**src/rtl/ctc_pkg.sv**
```systemverilog
package ctc_pkg;

    localparam int unsigned N_CH  = 2;
    localparam int unsigned CH_LO = 0;
    localparam int unsigned CH_HI = 1;
    localparam int unsigned SEL_W = 4;

    typedef enum logic [SEL_W-1:0] {
        SEL_RISE = 4'b1000,
        SEL_FALL = 4'b1001,
        SEL_BOTH = 4'b1010
    } edge_sel_e;

    typedef struct packed {
        logic rise;
        logic fall;
    } pin_edge_t;

    // Decode an edge-select code against the detected edges of one pin.
    function automatic logic edge_match(input logic [SEL_W-1:0] sel, input pin_edge_t e);
        logic hit;
        case (sel)
            SEL_RISE: hit = e.rise;
            SEL_FALL: hit = e.fall;
            SEL_BOTH: hit = e.rise | e.fall;
            default:  hit = 1'b0;
        endcase
        return hit;
    endfunction

endpackage

```
**src/rtl/ctc_pin_sync.sv**
```systemverilog
module ctc_pin_sync #(
    parameter int unsigned STAGES = 2
) (
    input  logic                clk,
    input  logic                rst,
    input  logic                pin_i,
    output ctc_pkg::pin_edge_t  edg_o
);
    logic [STAGES-1:0] chain;
    logic              last;

    always_ff @(posedge clk) begin
        if (rst) begin
            chain <= '0;
            last  <= 1'b0;
        end else begin
            chain <= {chain[STAGES-2:0], pin_i};
            last  <= chain[STAGES-1];
        end
    end

    assign edg_o.rise = chain[STAGES-1] & ~last;
    assign edg_o.fall = ~chain[STAGES-1] & last;
endmodule

```
**src/rtl/ctc_counter.sv**
```systemverilog
module ctc_counter #(
    parameter int unsigned W = 16
) (
    input  logic         clk,
    input  logic         rst,
    input  logic         tick,
    output logic [W-1:0] lo_o,
    output logic [W-1:0] hi_o
);
    logic carry;

    assign carry = tick & (&lo_o);

    always_ff @(posedge clk) begin
        if (rst) begin
            lo_o <= '0;
            hi_o <= '0;
        end else begin
            if (tick)  lo_o <= lo_o + 1'b1;
            if (carry) hi_o <= hi_o + 1'b1;
        end
    end
endmodule

```
**src/rtl/ctc_capture.sv**
```systemverilog
module ctc_capture #(
    parameter int unsigned W = 16
) (
    input  logic         clk,
    input  logic         rst,
    input  logic         hit_i,
    input  logic         clr_i,
    input  logic [W-1:0] value_i,
    output logic [W-1:0] cap_o,
    output logic         flag_o
);
    always_ff @(posedge clk) begin
        if (rst) begin
            cap_o  <= '0;
            flag_o <= 1'b0;
        end else begin
            if (hit_i) cap_o <= value_i;
            flag_o <= hit_i | (flag_o & ~clr_i);
        end
    end
endmodule

```
**src/rtl/ctimer_cascade.sv**
```systemverilog
module ctimer_cascade
    import ctc_pkg::*;
#(
    parameter int unsigned HALF_W      = 16,
    parameter int unsigned SYNC_STAGES = 2
) (
    input  logic              clk,
    input  logic              rst,
    input  logic              tick,
    input  logic              pin_lo,
    input  logic              pin_hi,
    input  logic [3:0]        sel_lo,
    input  logic [3:0]        sel_hi,
    input  logic              xcap_to_hi,
    input  logic              xcap_to_lo,
    input  logic              clr_lo,
    input  logic              clr_hi,
    output logic [HALF_W-1:0] cnt_lo,
    output logic [HALF_W-1:0] cnt_hi,
    output logic [HALF_W-1:0] cap_lo,
    output logic [HALF_W-1:0] cap_hi,
    output logic              flag_lo,
    output logic              flag_hi
);
    logic [N_CH-1:0]   pins;
    logic [N_CH-1:0]   xen;
    logic [N_CH-1:0]   clr;
    logic [N_CH-1:0]   ev;
    logic [N_CH-1:0]   flg;
    logic [SEL_W-1:0]  sel  [N_CH];
    logic [HALF_W-1:0] cval [N_CH];
    logic [HALF_W-1:0] capv [N_CH];
    pin_edge_t         pe   [N_CH];

    assign pins        = {pin_hi, pin_lo};
    assign xen         = {xcap_to_hi, xcap_to_lo};
    assign clr         = {clr_hi, clr_lo};
    assign sel[CH_LO]  = sel_lo;
    assign sel[CH_HI]  = sel_hi;
    assign cval[CH_LO] = cnt_lo;
    assign cval[CH_HI] = cnt_hi;

    ctc_counter #(.W(HALF_W)) i_cnt (
        .clk  (clk),
        .rst  (rst),
        .tick (tick),
        .lo_o (cnt_lo),
        .hi_o (cnt_hi)
    );

    for (genvar ch = 0; ch < N_CH; ch++) begin : g_ch
        localparam int unsigned OTH = N_CH - 1 - ch;

        ctc_pin_sync #(.STAGES(SYNC_STAGES)) i_sync (
            .clk   (clk),
            .rst   (rst),
            .pin_i (pins[ch]),
            .edg_o (pe[ch])
        );

        // Own pin, or the other half's pin when routed, under this half's select.
        assign ev[ch] = edge_match(sel[ch], pe[ch])
                      | (xen[ch] & edge_match(sel[ch], pe[OTH]));

        ctc_capture #(.W(HALF_W)) i_cap (
            .clk     (clk),
            .rst     (rst),
            .hit_i   (ev[ch]),
            .clr_i   (clr[ch]),
            .value_i (cval[ch]),
            .cap_o   (capv[ch]),
            .flag_o  (flg[ch])
        );
    end

    assign cap_lo  = capv[CH_LO];
    assign cap_hi  = capv[CH_HI];
    assign flag_lo = flg[CH_LO];
    assign flag_hi = flg[CH_HI];
endmodule

```
**config.mk**
```make
export PLATFORM = sky130hd
export DESIGN_NAME = ctimer_cascade
export DESIGN_NICKNAME = d
export VERILOG_FILES = /design/src/rtl/ctc_pkg.sv /design/src/rtl/ctc_pin_sync.sv /design/src/rtl/ctc_counter.sv /design/src/rtl/ctc_capture.sv /design/src/rtl/ctimer_cascade.sv
export SDC_FILE = /design/constraint.sdc
export NUM_CORES = 1
export LEC_CHECK = 0
export ABC_CLOCK_PERIOD_IN_PS = 4800
export BUFFER_PORTS_ARGS = -buffer_cell sky130_fd_sc_hd__clkbuf_2
export CAP_MARGIN = 40
export CORE_ASPECT_RATIO = 1.75
export CORE_MARGIN = 2
export CORE_UTILIZATION = 40
export DETAILED_ROUTE_END_ITERATION = 8
export SKIP_LAST_GASP = 1
export SLEW_MARGIN = 5
export SYNTH_ARGS = -nofsm -noshare
export SYNTH_HDL_FRONTEND = slang
export SYNTH_HIERARCHICAL = 1
export SYNTH_SLANG_ARGS = --single-unit
```
**constraint.sdc**
```tcl
create_clock -name clk -period 4.8 [get_ports clk]
set_input_delay 0.96 -clock clk [delete_from_list [all_inputs] [get_ports clk]]
set_output_delay 0.96 -clock clk [all_outputs]
set_load 0.02 [all_outputs]
```
; ---- After elaboration in Yosys (flattened, before gate mapping)
; Index checks and enable logic that the tools add are counted.
[op_classes]
add_sub_neg = 2
eq_ne = 6
mux = 4
n_bitwise = 21
n_reduce_logical = 1
[ops]
columns = operator, n
row1 = "16-bit by 1-bit adder with 16-bit output, second input constant", 2
row2 = "4-bit == test, second input constant", 6
row3 = 16-bit AND reduction, 1
row4 = 1-bit one-hot mux with 3 select lines, 4
row5 = 1-bit AND, 9
row6 = 1-bit NOT, 6
row7 = 1-bit bitwise OR, 6
[word_totals]
reg_bits = 72
input_bits = 17
output_inout_bits = 66

; ---- Depth between registers and ports, before layout
[depth]
ltp_word = 7
mapped_depth = 8

; ---- Modules after synthesis
; The synthesis kept the hierarchy.
[modules_own_cells]
columns = mod, n_inst, cells_each, area_per_inst_um2
row1 = ctc_counter, 1, 180, 1526.5
row2 = ctc_capture, 2, 56, 616.8
row3 = ctc_pin_sync, 2, 8, 91.3
row4 = ctimer_cascade, 1, 18, 108.9

; ---- Worst setup path before layout
; Ideal clock, no wire load.
[synth_timing]
path_kind = input-to-reg
start = input tick
end = register i_cnt.hi_o[14]
setup_time_ns = 0.070
arrival_time_ns = 2.465
required_time_ns = 4.730
path_slack_ns = 2.264
path_stages = 6
path_buffers = 2
path_cell_list = buf_2 > and3_1 > or4b_1 > clkbuf_1 > or4_1 > a21oi_1
[synth_via]
elab_chain_len = 1
[synth_rtl]
columns = element, line_no
row1 = from (decl), ctimer_cascade.sv:9  ; input logic tick,
row2 = 1-bit AND, ctc_counter.sv:12  ; assign carry = tick & (&lo_o);
row3 = to (signal assigned), ctc_counter.sv:20  ; if (carry) hi_o <= hi_o + 1'b1;
row4 = to (decl), ctc_counter.sv:8  ; output logic [W-1:0] hi_o
; No other way between the ends.
; A chain may end at the register's enable or synchronous reset.

; ---- Final worst setup path
[layout_timing]
start = input tick
end = register i_cnt.hi_o[15]
; Same word-level chain as after synthesis.

==> impl_metrics.tcl <==
set metrics [dict create \
    status "completed" \
    wl_mm 6.74 \
    cts_setup_buffers 0 \
    nNetsFinal 423 \
    yosys_warnings 6 \
    coreArea_mm2 0.00746 \
    finalInstanceArea_mm2 0.00378 \
    overflow 0 \
    io_pins 83 \
    yosysSeqAreaShare 0.472 \
    antenna_found_initial 0 \
    slowest_stage "or4_1" \
    cts_buffers 9 \
    first_pass_iters 4 \
    antenna_cells 0 \
    rsz0062_at_grt "false" \
    p_leak_nw 1.44 \
    cp-start-kind "input port" \
    cts_resized 0 \
    root_buffer "clkbuf_16" \
    slew_headroom 0.510 \
    dieWidth_um 70.0 \
    fmax_ghz 0.413 \
    clockBufferDepth 2 \
    vdd_drop_max_mv 0.210 \
    drt_first_iter_violations 160 \
    cts.sinks 72 \
    post_drt_wl_per_cell_um 13.6 \
    final_common_cell "clkbuf_2" \
    gr-usage-all-layers 0.168 \
    cp.arrival_ps 2680 \
    clkLatencyLatePin_ps 330 \
    grt_max_degree 73 \
    syn_to_final_growth_pct 23.8 \
    post-route-period-util 0.505 \
    syn_area_per_cell_um2 9.36 \
    endpoint_kind "register" \
    power_density_mw_per_mm2 338 \
    path_buf_inv 1 \
    grt_pass1_wl_mm 11.3 \
    cts.clk_slew.worst_paths_ps 50 \
    rows 42 \
    max_slew.worst_pin.slew_ps 735 \
    syn-num-nets 345 \
    tritoncts "built" \
    grt_pass1_vias 2480 \
    drv_cap 0 \
    path_cells "clkbuf_2 > nand4_1 > or4_1 > or4_1 > a21oi_1" \
    vias 2621 \
    cpPeakStageDelay_ps 640 \
    dpl_cell_area_mm2 0.00349 \
    slew_viol_final 0 \
    final_cell_mix "clkbuf_2 (82), dfxtp_1 (72), nor2_1 (49)" \
    fin_crit_ps 2420 \
    port_buffers 82 \
    die_h_um 120 \
    htreeDepth 3 \
    hold_viol 0 \
    synthesis.area_mm2 0.00305 \
    cpMostUsedCell "or4_1" \
    ctsHoldBuffers 0 \
    ant_nets 0 \
    tns_ps 0 \
    drive_gt1_frac 0.257 \
    hp-class "register to register" \
    die_area_mm2 0.00837 \
    drc 0 \
    dp_hpwl_mm 4.67 \
    gp_congestion 0.753 \
    start_util 0.409 \
    vias_per_cell 5.27 \
    syn_inst 326 \
    synth_cell_types 34 \
    worstSetupPathType "input port to register" \
    crit_required_ps 5050 \
    skew_ps 5.34 \
    cp_max_fo 10 \
    path_delay_family "simple AND/OR/NAND/NOR gates" \
    synth_seq_cells 72 \
    finalSetupViolCount 0 \
]
-- final timing paths --
kind                                              start  cells after the start                      end  slack, ps
worst max-delay path                               tick                      5           i_cnt/hi_o[15]       2380
worst min-delay path            g_ch[1].i_sync/chain[0]                      1  g_ch[1].i_sync/chain[1]        440
worst min register to register  g_ch[1].i_sync/chain[0]                      1  g_ch[1].i_sync/chain[1]        440
worst max register to register            i_cnt/lo_o[0]                      5           i_cnt/hi_o[15]       2580
-- cell families after synthesis --
group / share of synthesized area
flops: 0.472
simple gates: 0.226
compound gates: 0.0976
fa+ha+maj: 0.00820
buf+inv: 0.0558
mux: 0.108
xor+xnor: 0.0316
-- through the flow --
stage          setup WS (ps)  total power [mW]  utilization  hold slack [ps]  cells
6_report                2380              1.28        0.506              436    497
5_1_grt                 2270              1.33        0.506              462    497
4_1_cts                 2380              1.29        0.506              439    497
3_5_place_dp            2040             0.664        0.468              426    481
3_3_place_gp            1980             0.662        0.462              426    479
2_1_floorplan           2260             0.649            -              414    326
-- sequential cells by signal (all words and copies together) (netlist names) --
name and count:
g_ch.i_sync/chain 4, i_cnt/lo_o 16, g_ch.i_cap/cap_o 32, g_ch.i_sync/last 2, i_cnt/hi_o 16, g_ch.i_cap/flag_o 2
-- power breakdown --
| part | internal (mW) | switching, mW | total [mW] |
|---|---|---|---|
| Sequential | 0.602 | 0.00392 | 0.606 |
| Clock | 0.389 | 0.238 | 0.628 |
| Combinational | 0.0184 | 0.0261 | 0.0446 |
-- cells in the mapped netlist --
cell	instances	share of area
buf_2	5	0.0082
and4_1	3	0.0086
buf_12	2	0.013
nand2b_1	2	0.0041
xor2_1	3	0.0086
and2b_1	1	0.0025
buf_6	3	0.011
or3_1	5	0.010
nor2b_1	10	0.021
nor4_1	4	0.0082
or3b_2	1	0.0029
nand2_1	13	0.016
and3_1	3	0.0062
and2b_2	1	0.0029
nand4_1	7	0.014
or4_4	1	0.0037
or4_1	14	0.034
inv_1	11	0.014
xnor2_1	8	0.023
or4b_1	2	0.0066
dfxtp_1	72	0.47
o41ai_1	2	0.0057
a21oi_1	22	0.036
nor2_1	49	0.060
o21ai_0	9	0.015
nor3_1	3	0.0049
a2111oi_0	4	0.011
ha_1	2	0.0082
clkbuf_1	8	0.0098
mux2i_1	33	0.11
nand3_2	1	0.0033
or2_2	1	0.0021
nand3_1	9	0.015
o31ai_1	12	0.030
-- routing by layer --
metal | share of wire | wire [µm] | vias to the layer above | global-route usage
met5 | 0 | 0 | - | 0
met4 | 0.018 | 118 | 0 | 0.0757
met3 | 0.035 | 239 | 8 | 0.0470
met2 | 0.53 | 3570 | 51 | 0.292
met1 | 0.42 | 2810 | 1249 | 0.190
li1 | - | - | 1313 | -
-- layout make-up --
class / instances / area, µm²
clock buffers: 13 / 270
well taps: 88 / 110
repair buffers: 85 / 460
flip-flops and latches: 72 / 1440
clock inverters: 3 / 15.0
multi-input cells: 225 / 1440
inverters: 11 / 41.3
fillers: 722 / 3680
Power figures use the tool's default switching activity.
